## config.mk

```make
export PLATFORM = sky130hd
export DESIGN_NAME = tourney_predictor
export DESIGN_NICKNAME = d
export VERILOG_FILES = /design/src/rtl/tp_pkg.sv /design/src/rtl/tp_control.sv /design/src/rtl/tp_datapath.sv /design/src/rtl/tourney_predictor.sv
export SDC_FILE = /design/constraint.sdc
export NUM_CORES = 1
export LEC_CHECK = 0
export CAP_MARGIN = 20
export CORE_ASPECT_RATIO = 1.1
export CORE_MARGIN = 2
export CORE_UTILIZATION = 58
export DETAILED_ROUTE_END_ITERATION = 16
export DONT_BUFFER_PORTS = 1
export GPL_TIMING_DRIVEN = 0
export PLACE_DENSITY = 0.86
export RECOVER_POWER = 100
export SLEW_MARGIN = 0
export SYNTH_ARGS = -nofsm -noshare
export SYNTH_HDL_FRONTEND = slang
export SYNTH_SLANG_ARGS = --single-unit
```

## constraint.sdc

```tcl
create_clock -name clk -period 3.3 [get_ports clk]
set_clock_uncertainty 0.1 [all_clocks]
set_input_delay 0 -clock clk [delete_from_list [all_inputs] [get_ports clk]]
set_output_delay 0 -clock clk [all_outputs]
set_load 0.005 [all_outputs]
```

## src/rtl/tp_pkg.sv

```systemverilog
package tp_pkg;

  // Strobes issued by the resolve control to the table datapath
  typedef struct packed {
    logic localUp;
    logic localDn;
    logic globalUp;
    logic globalDn;
    logic chooseGlobal;
    logic chooseLocal;
    logic shiftHist;
  } tpStrobes_t;

endpackage

```

## src/rtl/tp_control.sv

```systemverilog
module tp_control
  import tp_pkg::*;
(
  input  logic       resolveValid,
  input  logic       resolveTaken,
  input  logic       resLocalPred,
  input  logic       resGlobalPred,
  output tpStrobes_t strobes
);

  logic localRight;
  logic globalRight;

  assign localRight  = (resLocalPred == resolveTaken);
  assign globalRight = (resGlobalPred == resolveTaken);

  always_comb begin
    strobes = '0;
    if (resolveValid) begin
      strobes.localUp      = resolveTaken;
      strobes.localDn      = !resolveTaken;
      strobes.globalUp     = resolveTaken;
      strobes.globalDn     = !resolveTaken;
      strobes.chooseGlobal = globalRight && !localRight;
      strobes.chooseLocal  = localRight && !globalRight;
      strobes.shiftHist    = 1'b1;
    end
  end

endmodule

```

## src/rtl/tp_datapath.sv

```systemverilog
module tp_datapath
  import tp_pkg::*;
#(
  parameter int PC_W    = 32,
  parameter int IDX_W   = 3,
  parameter int LHIST_W = 3,
  parameter int GHIST_W = 3,
  parameter int CNT_W   = 2
) (
  input  logic            clk,
  input  logic            rstN,
  input  logic [PC_W-1:0] lookupPc,
  input  logic [PC_W-1:0] resolvePc,
  input  logic            resolveTaken,
  input  tpStrobes_t      strobes,
  output logic            predTaken,
  output logic            resLocalPred,
  output logic            resGlobalPred
);

  localparam int SLOTS    = 1 << IDX_W;
  localparam int LPAT_N   = 1 << LHIST_W;
  localparam int GPAT_N   = 1 << GHIST_W;
  localparam logic [CNT_W-1:0] CNT_MAX   = '1;
  localparam logic [CNT_W-1:0] TAKEN_MIN = CNT_W'(1) << (CNT_W - 1);
  localparam logic [CNT_W-1:0] WEAK_NT   = TAKEN_MIN - CNT_W'(1);

  logic [LHIST_W-1:0] localHist [SLOTS];
  logic [CNT_W-1:0]   localCnt  [LPAT_N];
  logic [CNT_W-1:0]   globalCnt [GPAT_N];
  logic [CNT_W-1:0]   chooser   [SLOTS];
  logic [GHIST_W-1:0] ghr;

  logic [IDX_W-1:0] lIdx;
  logic [IDX_W-1:0] rIdx;
  logic unusedPcBits;

  assign lIdx = lookupPc[IDX_W+1:2];
  assign rIdx = resolvePc[IDX_W+1:2];
  assign unusedPcBits = ^{lookupPc[PC_W-1:IDX_W+2], lookupPc[1:0],
                          resolvePc[PC_W-1:IDX_W+2], resolvePc[1:0]};

  function automatic logic [CNT_W-1:0] satStep(input logic [CNT_W-1:0] c,
                                               input logic up, input logic dn);
    if (up && c != CNT_MAX) return c + CNT_W'(1);
    if (dn && c != '0)      return c - CNT_W'(1);
    return c;
  endfunction

  // Lookup side
  logic lookLocal;
  logic lookGlobal;
  assign lookLocal  = localCnt[localHist[lIdx]] >= TAKEN_MIN;
  assign lookGlobal = globalCnt[ghr] >= TAKEN_MIN;
  assign predTaken  = (chooser[lIdx] >= TAKEN_MIN) ? lookGlobal : lookLocal;

  // Resolve side
  logic [LHIST_W-1:0] rHist;
  assign rHist         = localHist[rIdx];
  assign resLocalPred  = localCnt[rHist] >= TAKEN_MIN;
  assign resGlobalPred = globalCnt[ghr] >= TAKEN_MIN;

  always_ff @(posedge clk) begin
    if (!rstN) begin
      for (int i = 0; i < SLOTS; i++) begin
        localHist[i] <= '0;
        chooser[i]   <= WEAK_NT;
      end
      for (int i = 0; i < LPAT_N; i++) localCnt[i]  <= WEAK_NT;
      for (int i = 0; i < GPAT_N; i++) globalCnt[i] <= WEAK_NT;
      ghr <= '0;
    end else begin
      localCnt[rHist] <= satStep(localCnt[rHist], strobes.localUp, strobes.localDn);
      globalCnt[ghr]  <= satStep(globalCnt[ghr], strobes.globalUp, strobes.globalDn);
      chooser[rIdx]   <= satStep(chooser[rIdx], strobes.chooseGlobal, strobes.chooseLocal);
      if (strobes.shiftHist) begin
        localHist[rIdx] <= {rHist[LHIST_W-2:0], resolveTaken};
        ghr             <= {ghr[GHIST_W-2:0], resolveTaken};
      end
    end
  end

  assert_ghr_shift_R5: assert property (@(posedge clk) disable iff (!rstN)
    $past(strobes.shiftHist) |->
      (ghr[0] == $past(resolveTaken)) && (ghr[GHIST_W-1:1] == $past(ghr[GHIST_W-2:0])));

  assert_ghr_hold_R9: assert property (@(posedge clk) disable iff (!rstN)
    !$past(strobes.shiftHist) |-> $stable(ghr));

  assert_chooser_disagree_R7: assert property (@(posedge clk) disable iff (!rstN)
    (strobes.chooseGlobal || strobes.chooseLocal) |-> (resLocalPred != resGlobalPred));

  assert_local_shift_R4: assert property (@(posedge clk) disable iff (!rstN)
    $past(strobes.shiftHist) |-> (localHist[$past(rIdx)][0] == $past(resolveTaken)));

endmodule

```

## src/rtl/tourney_predictor.sv

```systemverilog
module tourney_predictor
  import tp_pkg::*;
#(
  parameter int PC_W    = 32,
  parameter int IDX_W   = 3,
  parameter int LHIST_W = 3,
  parameter int GHIST_W = 3,
  parameter int CNT_W   = 2
) (
  input  logic            clk,
  input  logic            rstN,
  input  logic [PC_W-1:0] lookupPc,
  output logic            predTaken,
  input  logic            resolveValid,
  input  logic [PC_W-1:0] resolvePc,
  input  logic            resolveTaken
);

  tpStrobes_t strobes;
  logic resLocalPred;
  logic resGlobalPred;

  tp_control u_control (
    .resolveValid (resolveValid),
    .resolveTaken (resolveTaken),
    .resLocalPred (resLocalPred),
    .resGlobalPred(resGlobalPred),
    .strobes      (strobes)
  );

  tp_datapath #(
    .PC_W(PC_W), .IDX_W(IDX_W), .LHIST_W(LHIST_W), .GHIST_W(GHIST_W), .CNT_W(CNT_W)
  ) u_datapath (
    .clk          (clk),
    .rstN         (rstN),
    .lookupPc     (lookupPc),
    .resolvePc    (resolvePc),
    .resolveTaken (resolveTaken),
    .strobes      (strobes),
    .predTaken    (predTaken),
    .resLocalPred (resLocalPred),
    .resGlobalPred(resGlobalPred)
  );

  assert_pred_stable_R9: assert property (@(posedge clk) disable iff (!rstN)
    ($past(!resolveValid) && $stable(lookupPc)) |-> $stable(predTaken));

endmodule

```

==> reports/results.tsv, run 1 <==
stage	metric	value	unit
run_status	failed_checks	negative setup slack	
clock_tree	h-tree-depth	3	
job	maxCapViolations	0	
clock_tree	clk_pin_slew_worst_paths	80	ps
final_layout	layout-drive-gt1-share	18.0	%
global_route	grt_first_pass_wirelength	18600	µm
worst_setup_path	r2r_start	u_datapath.localHist[3][2]	
power_and_ir_drop	peakVddDrop	0.284	mV
synth	synth_area	0.00471	mm²
final_layout	antennaDiodeCount	0	
routing	first_iter_violations	439	
synth	avgSynthCellArea	10.3	µm²
sta	finalSetupViolations	16	
floorplan	coreArea	0.00791	mm²
power_and_ir_drop	seq_power_share	49.1	%
routing	num_vias	3826	
worst_setup_path	cp-end-kind	register	
sta	rsz0062_at_grt	true	
sta	fin_tns_setup	-442	ps
synth	netlist.area_leader.share	45.9	%
synth	yosys_warnings	0	
final_layout	nNetsFinal	551	
routing	avgRoutedWirePerCell	20.4	µm
worst_setup_path	crit_chain	nor2_1, mux4_2, a221oi_4, or2b_4, o221ai_2, a221o_1, ha_2, inv_2, o211ai_1, xnor2_2, buf_6, nand4_1	
placement	port-buffer-count	0	
clock_tree	clock-sinks	78	
synth	synthArstFlopShare	0	%
routing	detail-route-antenna-nets	0	
worst_setup_path	critPathSlowestCell	mux4_2	
global_route	met2_usage	47.0	%
final_layout	area_growth_syn_to_layout	11.5	%
worst_setup_path	crit_path_start	u_datapath.localHist[3][2]	
synth	synth.area.top_cells	edfxtp_1, mux4_2, nand2_1, nor2_1, mux2i_1	
worst_setup_path	worstSetupPathType	reg -> reg	
synth	synth_edf_count	72	
sta	timing.final.ws_setup	-45.8	ps
sta	hold_violations	0	
global_route	grt_max_degree	14	
worst_setup_path	regToRegSetupSlack	-50	ps
worst_setup_path	worstRegToRegCells	12	
clock_tree	tritoncts	done	
clock_tree	cts-buffers-inserted	9	
power_and_ir_drop	power_frac_clock	26.5	%
floorplan	dieArea	0.00885	mm²
synth	yosys_most_used_dff	edfxtp_1	
worst_setup_path	crit_fanout	8	
synth	synthDistinctLibCells	60	
floorplan	dieHeight	98.5	µm
floorplan	top_level_ports	69	
worst_setup_path	cp.arrival	3310	ps
synth	seq_area_frac_synth	48.5	%
synth	synth_common_cells	edfxtp_1, nand2_1, nor2_1	
synth	synthesis.nets	530	
power_and_ir_drop	comb_power_share	24.4	%
global_route	grt_pass1_vias	3578	
worst_setup_path	r2r-end	u_datapath.localCnt[4][0]	
synth	synth_seq_cells	78	
worst_hold_path	hold_class	in -> reg	
final_layout	fillers	626	
floorplan	rows	34	
global_route	antenna_found_initial	0	
sta	relSlewSlack	52.1	%
worst_hold_path	hp-start	resolvePc[2]	
sta	timing.hold.ws	79.2	ps
worst_hold_path	hold_path_end	u_datapath.chooser[5][0]	
clock_tree	cts-root-buf	clkbuf_8	
placement	dp.final_hpwl	8800	µm
worst_setup_path	cp_num_buf_inv	2	
sta	period_share	101	%
synth	synthCells	456	
sta	finalCriticalPeriod	3350	ps
worst_setup_path	start_kind	register	
sta	worst_slew_pin_slew	718	ps
sta	slew_viol_final	0	
sta	max_freq	299	MHz
global_route	grt-ovfl-total	0	
floorplan	fp.dieW	89.9	µm
clock_tree	clock_path_buffers	2	
global_route	grt_util_met3	5.12	%
synth	synth_top_area_cell	edfxtp_1	
worst_hold_path	holdPathStages	3	
routing	firstDrtPassIters	5	
routing	drcViolationCount	0	
power_and_ir_drop	p_sw	732	µW
clock_tree	clock_latency	360	ps
power_and_ir_drop	switching_share	31.1	%
synth	yosysMostFrequentCell	edfxtp_1	
power_and_ir_drop	total_power	2.36	mW
global_route	grt.busiest_layer	met2	
power_and_ir_drop	internal_power	1.62	mW
routing	drt-total-wl	12000	µm
worst_setup_path	cp_data_required_time	3270	ps
worst_setup_path	slowest_delay	510	ps
placement	gp_congestion	0.927	
floorplan	start_util	59.5	%
worst_setup_path	crit_cells	12	
run_status	outcome	complete, but fails checks	
power_and_ir_drop	cellPowerDensity	449	mW/mm²
power_and_ir_drop	p_leak	1.73	nW
global_route	grt_use_total	27.3	%
worst_setup_path	crit_family	compound AO/OA/AOI/OAI gates	
routing	vias_per_cell	6.48	
global_route	grtUsageMet1	34.9	%
## kinds of logic (layout without fill, tap and decap cells)
| logic type | Yosys count | after routing | share of synthesized area (%) |
|---|---|---|---|
| multiplexers | 33 | 33 | 10.7 |
| buffers and inverters | 50 | 76 | 5.02 |
| AND/OR/NAND/NOR | 201 | 201 | 20.8 |
| AO/OA/AOI/OAI | 86 | 86 | 12.9 |
| adder cells (fa/ha/maj) | 6 | 6 | 1.60 |
| XOR/XNOR | 2 | 2 | 0.532 |
| flip-flops | 78 | 78 | 48.5 |
## repair_timing
item,in CTS,in global routing
gates resized for setup,21,19
buffers inserted,6,4
setup endpoints to repair,36,37
hold buffers,1,0
hold endpoints to repair,2,0
pin swaps,9,6
## per-layer routing
metal | wire (µm) | up-vias | part of all wire, %
li1 | - | 1738 | -
met1 | 4840 | 1856 | 40
met2 | 5980 | 196 | 50
met3 | 847 | 36 | 7.0
met4 | 380 | 0 | 3.2
met5 | 0 | - | 0
## sequential cells by signal (all words and copies together) (netlist names), named ones only
register              flops
u_datapath.localHist     24
u_datapath.chooser       16
u_datapath.globalCnt     16
u_datapath.localCnt      16
u_datapath.ghr            3
## cell type report
| type | instances | area (µm²) | share of cell area [%] |
|---|---|---|---|
| sequential | 78 | 2280 | 43.5 |
| clock inverter | 6 | 38.8 | 0.739 |
| inverter | 14 | 52.6 | 1.00 |
| multi-input combinational | 328 | 2340 | 44.5 |
| timing repair buffer | 11 | 88.8 | 1.69 |
| clock buffer | 10 | 128 | 2.43 |
| buffer | 35 | 185 | 3.53 |
| tap | 108 | 135 | 2.58 |
## power by group through the flow
| stage | Clock, mW | Sequential [mW] | Combinational, mW |
|---|---|---|---|
| 3_3_place_gp | 0 | 1.17 | 0.459 |
| 6_report | 0.624 | 1.16 | 0.575 |
| 4_1_cts | 0.624 | 1.16 | 0.530 |
| 3_5_place_dp | 0 | 1.18 | 0.475 |
| 5_1_grt | 0.662 | 1.16 | 0.621 |
| 2_1_floorplan | 0 | 1.17 | 0.369 |
## layout by cell type, fill, tap and decap left out, types with 7 or more instances in the layout
master	netlist	routed
inv_1	14	12
nor2b_1	14	14
buf_4	0	9
mux2i_1	15	15
nor2_1	56	55
or4_1	9	9
nand3_1	15	11
nand4_1	13	13
clkbuf_1	26	24
o22ai_1	9	9
edfxtp_1	72	72
clkbuf_8	0	9
mux4_2	13	13
nand2_1	59	58
a21oi_1	8	7
o21ai_0	24	26
## tightest hold or removal path, delay by kind of cell
kind | cells | cell delay, ps
AO/OA/AOI/OAI | 1 | 100
AND/OR/NAND/NOR | 2 | 320
## worst max-delay path by stage
stage	to	slack [ps]
after global routing	u_datapath.localCnt[2][1]	-170
after floorplan	u_datapath.localCnt[0][1]	160
after detailed placement	u_datapath.localCnt[7][1]	-660
final	u_datapath.localCnt[4][0]	-50
after CTS	u_datapath.localCnt[3][1]	6
after global placement	u_datapath.localCnt[5][1]	-510
## metrics by stage
step | cell area, µm² | util (%) | cells | setup WS, ps
floorplan | 4710 | - | 456 | 164
global route | 5250 | 66.3 | 590 | -168
CTS | 5160 | 65.2 | 587 | 5.61
finish | 5250 | 66.3 | 590 | -45.8
detailed placement | 4840 | 61.2 | 564 | -661
global placement | 4840 | 61.2 | 564 | -513
Power figures use the tool's default switching activity.
==> inputs of run 2 (changes only) <==
CORE_UTILIZATION = 55   (was 58)
CTS_CLUSTER_SIZE = 25   (was unset)
PLACE_DENSITY = 0.83   (was 0.86)
==> reports/results.tsv, run 2 (synthesized netlist as in run 1, its figures left out) <==
stage	metric	value	unit
worst_hold_path	holdPathStages	3	
power_and_ir_drop	p_leak	1.75	nW
final_layout	nNetsFinal	550	
global_route	grt_first_pass_wirelength	18600	µm
worst_setup_path	cp_data_required_time	3430	ps
floorplan	dieHeight	101	µm
routing	drcViolationCount	0	
floorplan	start_util	56.3	%
final_layout	largest-register	u_datapath.localHist	
routing	first_iter_violations	501	
global_route	grt_max_degree	15	
global_route	grt_pass1_vias	3703	
job	maxCapViolations	0	
placement	dp.final_hpwl	8470	µm
clock_tree	cts-root-buf	clkbuf_8	
sta	slew_viol_final	0	
final_layout	area_growth_syn_to_layout	12.1	%
sta	fin_tns_setup	-757	ps
floorplan	top_level_ports	69	
power_and_ir_drop	cellPowerDensity	478	mW/mm²
final_layout	most-common-layout-cells	edfxtp_1, nand2_1, nor2_1	
routing	vias_per_cell	6.40	
sta	finalSetupViolations	16	
worst_setup_path	worstRegToRegCells	12	
worst_setup_path	r2r_start	u_datapath.localHist[5][2]	
worst_setup_path	worstSetupPathType	reg -> reg	
final_layout	largest_reg_flops	24	
placement	port-buffer-count	0	
global_route	antenna_found_initial	0	
placement	gp_congestion	1.01	
final_layout	final_core_util	63.1	%
sta	hold_violations	0	
routing	detail-route-antenna-nets	0	
worst_setup_path	crit_fanout	8	
sta	finalCriticalPeriod	3380	ps
clock_tree	h-tree-depth	3	
final_layout	antennaDiodeCount	0	
worst_setup_path	cp.arrival	3510	ps
clock_tree	clock-sinks	78	
final_layout	final_common_cell	edfxtp_1	
worst_setup_path	regToRegSetupSlack	-80	ps
worst_hold_path	hp-start	resolvePc[2]	
sta	worst_slew_pin_slew	619	ps
worst_setup_path	start_kind	register	
clock_tree	cts-buffers-inserted	9	
sta	timing.final.ws_setup	-82.3	ps
worst_hold_path	hold_path_end	u_datapath.chooser[5][0]	
power_and_ir_drop	peakVddDrop	0.368	mV
clock_tree	clk_pin_slew_worst_paths	90	ps
worst_hold_path	hold_class	in -> reg	
run_status	failed_checks	negative setup slack	
sta	rsz0062_at_grt	true	
sta	max_freq	296	MHz
power_and_ir_drop	total_power	2.52	mW
global_route	grt_use_total	26.4	%
routing	avgRoutedWirePerCell	19.9	µm
global_route	grt-ovfl-total	0	
sta	period_share	102	%
worst_setup_path	cp-end-kind	register	
final_layout	final_area	0.00528	mm²
worst_setup_path	r2r-end	u_datapath.localCnt[4][1]	
placement	pre_cts_ws	-703	ps
routing	firstDrtPassIters	5	
floorplan	fp.dieW	92.2	µm
placement	placed_area	0.00484	mm²
floorplan	coreArea	0.00836	mm²
clock_tree	clock_latency	360	ps
routing	drt-total-wl	11800	µm
clock_tree	clock_path_buffers	2	
final_layout	layout-drive-gt1-share	17.3	%
clock_tree	tritoncts	done	
routing	num_vias	3789	
run_status	outcome	complete, but fails checks	
sta	relSlewSlack	57.6	%
floorplan	rows	35	
floorplan	dieArea	0.00931	mm²
[run 2: cell types whose count changed in the layout (fill, tap and decap cells not counted), sizes merged]
| cell | previous run | this run |
|---|---|---|
| bufinv | 0 | 2 |
| buf | 17 | 18 |
| clkinv | 4 | 3 |
| inv | 14 | 15 |
| clkinvlp | 2 | 1 |
| clkbuf | 38 | 35 |
[run 2: how the worst max path moves through the flow]
stage	startpoint	to	depth (start not counted)
floorplan	resolvePc[3]	u_datapath.localCnt[0][1]	14
global placement	resolvePc[3]	u_datapath.localCnt[6][1]	14
detailed placement	resolvePc[3]	u_datapath.localCnt[3][1]	14
CTS	u_datapath.localHist[5][2]	u_datapath.localCnt[4][1]	12
global route	u_datapath.localHist[5][2]	u_datapath.localCnt[2][1]	12
finish	u_datapath.localHist[5][2]	u_datapath.localCnt[4][1]	12
[run 2: area by class of cell]
cell class,instances,area (µm²)
fillers,634,3090
multi-input cells,328,2310
flip-flops and latches,78,2280
plain buffers,35,189
well taps,111,139
clock buffers,9,124
clock inverters,7,97.6
repair buffers,10,81.3
inverters,14,52.6
[run 2: stage by stage]
step | cells | hold slack [ps]
finish | 592 | 57.0
detailed placement | 567 | 354
CTS | 590 | 25.9
global placement | 567 | 348
global route | 592 | 81.2
floorplan | 456 | 242
[run 2: worst max-delay path: stages, from the launching register on]
cell      delay, ps
edfxtp_1        390
nor2b_1          70
mux4_2          500
a221oi_4        330
or2b_1          300
o221ai_1        180
a221o_1         270
inv_2            70
ha_4            270
o31ai_2          50
a31o_2          260
a21oi_4         260
nor2b_4         180
[run 2: report_power, final]
part	switching [mW]	leakage (nW)	total (mW)	internal (mW)
Combinational	0.347	0.923	0.569	0.222
Clock	0.367	0.107	0.795	0.428
Sequential	0.0263	0.720	1.16	1.13
[run 2: timing repair]
action                     CTS  global route
hold buffers                 1             0
pin swaps                    7             8
setup buffers                6             3
setup endpoints to repair   32            36
gates resized for setup     13            22
hold endpoints to repair     2             0
[run 2: layer usage]
| layer | track usage (%) | up-vias | part of all wire [%] |
|---|---|---|---|
| li1 | - | 1739 | - |
| met1 | 32.4 | 1839 | 39 |
| met2 | 45.3 | 173 | 51 |
| met3 | 4.86 | 38 | 6.8 |
| met4 | 12.9 | 0 | 3.6 |
| met5 | 0 | - | 0 |
==> inputs of run 3 (changes only) <==
CELL_PAD_IN_SITES_DETAIL_PLACEMENT = 1   (was unset)
CELL_PAD_IN_SITES_GLOBAL_PLACEMENT = 1   (was unset)
CORE_UTILIZATION = 45   (was 55)
PLACE_DENSITY = 0.86   (was 0.83)
==> reports/results.tsv, run 3 (synthesized netlist as in run 1, its figures left out) <==
stage	metric	value	unit
worst_setup_path	crit_family	compound AO/OA/AOI/OAI gates	
routing	drcViolationCount	0	
worst_setup_path	cp_num_buf_inv	3	
worst_setup_path	worstSetupPathType	reg -> reg	
floorplan	start_util	45.7	%
power_and_ir_drop	cellPowerDensity	506	mW/mm²
clock_tree	clock-sinks	78	
clock_tree	cts-buffers-inserted	9	
power_and_ir_drop	peakVddDrop	0.255	mV
power_and_ir_drop	total_power	2.77	mW
job	maxCapViolations	0	
worst_setup_path	crit_chain	nor2_1, mux4_2, a221o_1, buf_4, o211ai_1, and3_4, buf_6, nor2_2, inv_1, ha_4, a31oi_1, o31ai_2, a21oi_4, nor2b_4	
sta	fin_tns_setup	-2480	ps
sta	finalCriticalPeriod	3550	ps
floorplan	coreArea	0.0103	mm²
worst_hold_path	hold_path_end	u_datapath.chooser[5][0]	
final_layout	layout-drive-gt1-share	20.1	%
sta	period_share	107	%
sta	finalSetupViolations	16	
routing	drt-total-wl	14500	µm
routing	vias_per_cell	6.28	
final_layout	area_growth_syn_to_layout	16.5	%
clock_tree	clock_latency	340	ps
routing	detail-route-antenna-nets	0	
global_route	antenna_found_initial	0	
floorplan	dieHeight	111	µm
floorplan	dieArea	0.0113	mm²
worst_setup_path	cp_data_required_time	3400	ps
global_route	grt_pass1_vias	4212	
worst_setup_path	slowest_delay	510	ps
worst_setup_path	regToRegSetupSlack	-250	ps
floorplan	rows	39	
routing	first_iter_violations	257	
final_layout	most-common-layout-cells	edfxtp_1, nand2_1, nor2_1	
final_layout	nNetsFinal	552	
sta	max_freq	282	MHz
run_status	failed_checks	negative setup slack	
global_route	grt_max_degree	14	
clock_tree	cts-root-buf	clkbuf_16	
sta	worst_slew_pin_slew	759	ps
clock_tree	tritoncts	done	
clock_tree	clock_path_buffers	2	
final_layout	final_core_util	53.2	%
final_layout	antennaDiodeCount	0	
placement	pre_cts_ws	-856	ps
worst_hold_path	hold_class	in -> reg	
final_layout	fillers	1123	
run_status	outcome	complete, but fails checks	
sta	timing.final.ws_setup	-246	ps
routing	num_vias	3930	
global_route	grt_use_total	26.3	%
worst_setup_path	r2r-end	u_datapath.localCnt[5][1]	
placement	gp_congestion	0.926	
sta	slew_viol_final	0	
final_layout	largest_reg_flops	24	
worst_setup_path	start_kind	register	
global_route	grt_first_pass_wirelength	22500	µm
worst_setup_path	critPathSlowestCell	mux4_2	
worst_setup_path	worstRegToRegCells	14	
worst_hold_path	holdPathStages	3	
final_layout	largest-register	u_datapath.localHist	
global_route	grt-ovfl-total	0	
power_and_ir_drop	p_leak	1.81	nW
routing	avgRoutedWirePerCell	23.2	µm
routing	firstDrtPassIters	5	
placement	port-buffer-count	0	
worst_setup_path	cp.arrival	3650	ps
floorplan	fp.dieW	102	µm
sta	rsz0062_at_grt	true	
sta	relSlewSlack	49.4	%
final_layout	final_common_cell	edfxtp_1	
floorplan	top_level_ports	69	
placement	dp.final_hpwl	9940	µm
clock_tree	clk_pin_slew_worst_paths	60	ps
worst_setup_path	crit_fanout	8	
sta	hold_violations	0	
clock_tree	h-tree-depth	3	
worst_hold_path	hp-start	resolvePc[2]	
worst_setup_path	cp-end-kind	register	
worst_setup_path	r2r_start	u_datapath.localHist[3][2]	
worst_setup_path	crit_cells	14	
==> run 3: what timing repair did <==
item | in CTS | in global routing
hold buffers | 1 | 0
resized for setup | 33 | 18
pin swaps | 10 | 7
endpoints found under the hold margin | 1 | 0
buffers inserted | 7 | 4
setup endpoints to repair | 36 | 40
==> run 3: final cells by class <==
cell class | instances | area, µm² | area share [%]
Multi-Input combinational cell | 328 | 2390 | 43.6
Sequential cell | 78 | 2280 | 41.6
Clock buffer | 9 | 225 | 4.11
Buffer | 35 | 189 | 3.45
Tap cell | 143 | 179 | 3.26
Timing Repair Buffer | 12 | 100 | 1.83
Clock inverter | 7 | 63.8 | 1.16
Inverter | 14 | 52.6 | 0.959
==> run 3: stage by stage <==
| step | std cells | instance area [µm²] | hold slack, ps |
|---|---|---|---|
| finish | 626 | 5480 | 95.9 |
| global route | 626 | 5480 | 116 |
| CTS | 623 | 5390 | 75.9 |
| detailed placement | 599 | 4880 | 312 |
| global placement | 599 | 4880 | 317 |
| floorplan | 456 | 4710 | 242 |
==> run 3: report_power, final <==
part	internal (mW)	switching (mW)
registers	1.13	0.0304
clock network	0.580	0.404
logic	0.237	0.387
==> run 3: worst min-delay path: cells and delay by family <==
kind	cells	cell delay (ps)
simple gates	2	330
compound gates	1	90
==> run 3: per-layer routing <==
metal	vias to the layer above	wire, µm	share of wire, %	GRT usage (%)
li1	1746	-	-	-
met3	42	878	6.0	5.36
met1	1984	5590	38	32.0
met2	158	7620	52	45.4
met5	-	0	0	0
met4	0	435	3.0	9.64
==> run 3: worst max path at each step <==
stage / startpoint / endpoint / slack, ps
finish: u_datapath.localHist[3][2] / u_datapath.localCnt[5][1] / -250
global route: u_datapath.localHist[2][2] / u_datapath.localCnt[5][1] / -270
CTS: u_datapath.localHist[4][2] / u_datapath.localCnt[5][0] / -40
detailed placement: resolvePc[3] / u_datapath.localCnt[5][1] / -860
global placement: resolvePc[3] / u_datapath.localCnt[7][1] / -730
floorplan: resolvePc[3] / u_datapath.localCnt[0][1] / 160
